===== config.mk =====
export PLATFORM = sky130hd
export DESIGN_NAME = rf_onehot_top
export DESIGN_NICKNAME = d
export VERILOG_FILES = /design/src/rtl/rf_pkg.sv /design/src/rtl/rf_wr_mux.sv /design/src/rtl/rf_word_bank.sv /design/src/rtl/rf_rd_mux.sv /design/src/rtl/rf_onehot_top.sv
export SDC_FILE = /design/constraint.sdc
export NUM_CORES = 1
export LEC_CHECK = 0
export BUFFER_PORTS_ARGS = -buffer_cell sky130_fd_sc_hd__buf_2
export CAP_MARGIN = 40
export CELL_PAD_IN_SITES_DETAIL_PLACEMENT = 0
export CELL_PAD_IN_SITES_GLOBAL_PLACEMENT = 1
export CORE_ASPECT_RATIO = 0.8
export CORE_MARGIN = 5
export CORE_UTILIZATION = 45
export CTS_CLUSTER_DIAMETER = 80
export CTS_CLUSTER_SIZE = 10
export DETAILED_ROUTE_END_ITERATION = 6
export PLACE_DENSITY = 0.89
export SETUP_SLACK_MARGIN = 0.1
export SKIP_CTS_REPAIR_TIMING = 1
export SLEW_MARGIN = 10
export SYNTH_ARGS = -nofsm -noshare
export SYNTH_HDL_FRONTEND = slang
export SYNTH_SLANG_ARGS = --single-unit
export TNS_END_PERCENT = 5

===== constraint.sdc =====
create_clock -name clk -period 2.6 [get_ports clk]
set_input_delay 0.26 -clock clk [delete_from_list [all_inputs] [get_ports clk]]
set_output_delay 0.26 -clock clk [all_outputs]
set_load 0.01 [all_outputs]

===== src/rtl/rf_pkg.sv =====
// Package rf_pkg
// Shared encodings for the one-hot register file.
// Assumes: nothing beyond IEEE 1800-2017 synthesizable types.
package rf_pkg;

    // Encoding of the write-source select bit
    typedef enum logic {
        WBUS_A = 1'b0,
        WBUS_B = 1'b1
    } wbus_e;

endpackage : rf_pkg


===== src/rtl/rf_wr_mux.sv =====
// Module rf_wr_mux
// Chooses which of the two write data buses feeds the storage array.
// Assumes: bus_sel_i is a known 0/1 value whenever a write is requested.
module rf_wr_mux
    import rf_pkg::*;
#(
    parameter int N = 32
) (
    input  logic         bus_sel_i,
    input  logic [N-1:0] wdata_a_i,
    input  logic [N-1:0] wdata_b_i,
    output logic [N-1:0] wdata_o
);

    // Pick the write source according to the bus-select encoding
    always_comb begin
        case (wbus_e'(bus_sel_i))
            WBUS_B:  wdata_o = wdata_b_i;
            default: wdata_o = wdata_a_i;
        endcase
    end

endmodule : rf_wr_mux


===== src/rtl/rf_word_bank.sv =====
// Module rf_word_bank
// Storage for W words of N bits, written through a one-hot select.
// Word 0 is optionally a constant zero (ZERO_REG = 1).
// Assumes: wr_sel_i has at most one bit set; reset is synchronous, active low.
module rf_word_bank #(
    parameter int N        = 32,
    parameter int W        = 8,
    parameter bit ZERO_REG = 1'b1,
    localparam int FLAT    = N * W
) (
    input  logic            clk,
    input  logic            rst_n,
    input  logic [W-1:0]    wr_sel_i,
    input  logic [N-1:0]    wdata_i,
    output logic [FLAT-1:0] words_o
);

    for (genvar gi = 0; gi < W; gi++) begin : g_word
        if (ZERO_REG && gi == 0) begin : g_const
            // Constant-zero word: no storage, writes have nowhere to land
            assign words_o[gi*N +: N] = '0;
        end else begin : g_store
            logic [N-1:0] word_q;

            // Clear on reset, otherwise load when this word is selected
            always_ff @(posedge clk) begin
                if (!rst_n) begin
                    word_q <= '0;
                end else if (wr_sel_i[gi]) begin
                    word_q <= wdata_i;
                end
            end

            assign words_o[gi*N +: N] = word_q;
        end
    end

endmodule : rf_word_bank


===== src/rtl/rf_rd_mux.sv =====
// Module rf_rd_mux
// AND-OR read multiplexer steered by a one-hot select.
// Assumes: rd_sel_i has at most one bit set; all-zero yields zero.
module rf_rd_mux #(
    parameter int N     = 32,
    parameter int W     = 8,
    localparam int FLAT = N * W
) (
    input  logic [W-1:0]    rd_sel_i,
    input  logic [FLAT-1:0] words_i,
    output logic [N-1:0]    rdata_o
);

    // OR together every word gated by its own select bit
    always_comb begin
        rdata_o = '0;
        for (int i = 0; i < W; i++) begin
            if (rd_sel_i[i]) begin
                rdata_o = rdata_o | words_i[i*N +: N];
            end
        end
    end

endmodule : rf_rd_mux


===== src/rtl/rf_onehot_top.sv =====
// Module rf_onehot_top
// Register file with one-hot read and write selects, a two-bus write
// source and an optional constant-zero word 0.
// Assumes: callers drive rd_sel and wr_sel with at most one bit set;
// reads are combinational, writes land on the rising edge.
module rf_onehot_top #(
    parameter int N        = 32,
    parameter int W        = 8,
    parameter bit ZERO_REG = 1'b1
) (
    input  logic         clk,
    input  logic         rst_n,
    input  logic         bus_sel,
    input  logic [W-1:0] rd_sel,
    input  logic [W-1:0] wr_sel,
    input  logic [N-1:0] wdata_a,
    input  logic [N-1:0] wdata_b,
    output logic [N-1:0] rdata
);

    localparam int FLAT = N * W;

    logic [N-1:0]    wdata;
    logic [FLAT-1:0] words;

    // Source select for the write path
    rf_wr_mux #(.N(N)) u_wr_mux (
        .bus_sel_i (bus_sel),
        .wdata_a_i (wdata_a),
        .wdata_b_i (wdata_b),
        .wdata_o   (wdata)
    );

    // Word storage
    rf_word_bank #(.N(N), .W(W), .ZERO_REG(ZERO_REG)) u_bank (
        .clk      (clk),
        .rst_n    (rst_n),
        .wr_sel_i (wr_sel),
        .wdata_i  (wdata),
        .words_o  (words)
    );

    // Read path
    rf_rd_mux #(.N(N), .W(W)) u_rd_mux (
        .rd_sel_i (rd_sel),
        .words_i  (words),
        .rdata_o  (rdata)
    );

endmodule : rf_onehot_top


==> run metrics <==
status complete, no violations; DP Wirelength 14,190 um; Mapped Cells 931; Die W 168.3 um; RSZ-0062 raised after global routing false; largest net degree at the start of global routing 77; startpoint types flop; All-Layer GR Usage 0.2012; setup TNS 0 ns; layout cells sized above 1 0.2478; dominant cells by area after synthesis dfxtp_1 50%, o21ai_0 12%, a21oi_1 9.7%; first drt pass iteration count 7; pwr/cell area 765.0 nW/um^2; Largest regs u_bank.g_word.g_store.word_q: 224 flops; clk buf depth 3; Ports 115; Period minus WS final 1.805 ns; routed vias/inst 5.978; Setup violations, final 0; register area 4484 sq um; synth warn 0; number of global-route vias before repair 7,040; CTS buffer count 26; initial antenna violation count 0; worst-margin pin slew 0.7851 ns; Critical Path RT 2.34 ns; drt total wl 23,580 um; post-synthesis simple-gate area fraction 0.01774; Largest Register u_bank.g_word.g_store.word_q; Worst R2R Path Depth 2; Yosys cell types 17; CTS root buffer clkbuf_16; synthesized area 9026 sq um; GRT overflow 0; worst-skew pair later-pin latency 0.51 ns; largest family of logic cells by synthesized area compound AO/OA/AOI/OAI gates; port bufs 112; Avg Inst Size Synth 9.695 sq um; Fmax 554.1 MHz; area fraction in compound gates after synthesis 0.3575; WP data arrival 1.54 ns; final-layout fill cell count 1,854; std cell rows 46; clock-pin slew on the worst setup and hold paths 0.05 ns; mux cell area share after synthesis 0.07707; Core Region 19,800 sq um; first-pass GRT wire length 38,050 um; DR WL/cell 18.64 um; area of the multi-input gates 4083 sq um; top cell type's share of synthesized area 0.4968; via count 7,562; initial DRC count 806; CTS tree done; hold path depth 3; Die H 136.7 um; sequential area share after synthesis 0.4968; Slew Limit Fails 0; Final Hold Violating Endpoints 0; Max Cap Viol 0; ANT nets after route 0; CP max FO 2; Antenna Cells 0; leakage power 3.855 nW; GPL Wtd Cong 0.7655; CTS sink count 224; maximum VDD drop 0.0004373 V; final hold slack 0.1011 ns; utilization after layout 0.5256; Max H-tree Level 1; Main synth FF type dfxtp_1; Synth area leader dfxtp_1; most numerous cell in the Yosys netlist dfxtp_1; Post-synth EDFFs 0; Initial Utilization 0.4559; Die Footprint 23,010 sq um; Post-synth ARST share 0; adder-cell area share of the yosys netlist 0; drt drc 0; flops & latches, synth 224; Area Growth Syn to Fin 15.29%; Largest register FFs 224; Syn Nets 1,014; fin crit share 0.6941; Slew headroom 0.4766; worst setup path class reg2out; clock skew 0 ns; Final nets 1,084; Crit. End Element output pin; commonest cells in the netlist 224 x dfxtp_1, 213 x o21ai_0, 175 x a21oi_1; Synth Area in XOR/XNOR 0; worst hold-check path type in2reg
cells by family (layout without fill, tap and decap cells):
family	after synthesis	after routing
flip-flops	224	224
AND/OR/NAND/NOR	32	32
AO/OA/AOI/OAI	544	544
buffers and inverters	99	169
multiplexers	32	32
where the power goes:
part	switching (mW)	total, mW	internal (mW)
Combinational	0.667	1.10	0.431
Sequential	0.120	3.82	3.70
Clock	1.29	3.05	1.76
Total	2.07	7.96	5.89
worst paths after layout:
kind / start / slack [ns] / end
hold / removal: wdata_a[29] / 0.10 / u_bank.g_word[7].g_store.word_q[29]
setup / recovery: u_bank.g_word[1].g_store.word_q[30] / 0.80 / rdata[30]
hold reg to reg: u_bank.g_word[6].g_store.word_q[24] / 0.51 / u_bank.g_word[6].g_store.word_q[24]
setup reg to reg: u_bank.g_word[1].g_store.word_q[31] / 1.88 / u_bank.g_word[1].g_store.word_q[31]
routing by layer:
layer  vias up  GRT usage  part of all wire
met2       268     0.3225              0.46
met1      3612     0.2870              0.45
li1       3655          -                 -
met3        27    0.03350             0.071
met4         0    0.04597             0.013
met5         -          0                 0
layout make-up:
class,instances,share of cell area
Multi-Input combinational cell,608,0.3923
Tap cell,264,0.03174
Clock buffer,26,0.06252
Timing Repair Buffer,141,0.08008
Clock inverter,2,0.002405
Sequential cell,224,0.4309
critical path, stage by stage (launching register included):
cell and delay, ns:
dfxtp_1 0.31, a222oi_1 0.34, nand3_1 0.20, buf_2 0.19
per-stage QoR:
| step | std cells | instance area [sq um] | total power, mW | setup slack [ns] |
|---|---|---|---|---|
| final | 1265 | 10410 | 7.960 | 0.7953 |
| after global placement | 1237 | 9731 | 4.954 | 0.8310 |
| after floorplan | 931 | 9026 | 4.590 | 1.418 |
| after detailed placement | 1237 | 9731 | 4.982 | 0.8500 |
| after CTS | 1265 | 10410 | 8.009 | 0.7827 |
| after global routing | 1265 | 10410 | 8.300 | 0.6879 |
layout by cell type (no fill, tap or decap), drive strengths merged:
cell type	count
o21ai	224
clkinv	2
a21oi	224
clkbuf	26
a22oi	64
nand3	32
mux2i	32
dfxtp	224
a222oi	32
buf	141
(Power assumes the default switching activity.)
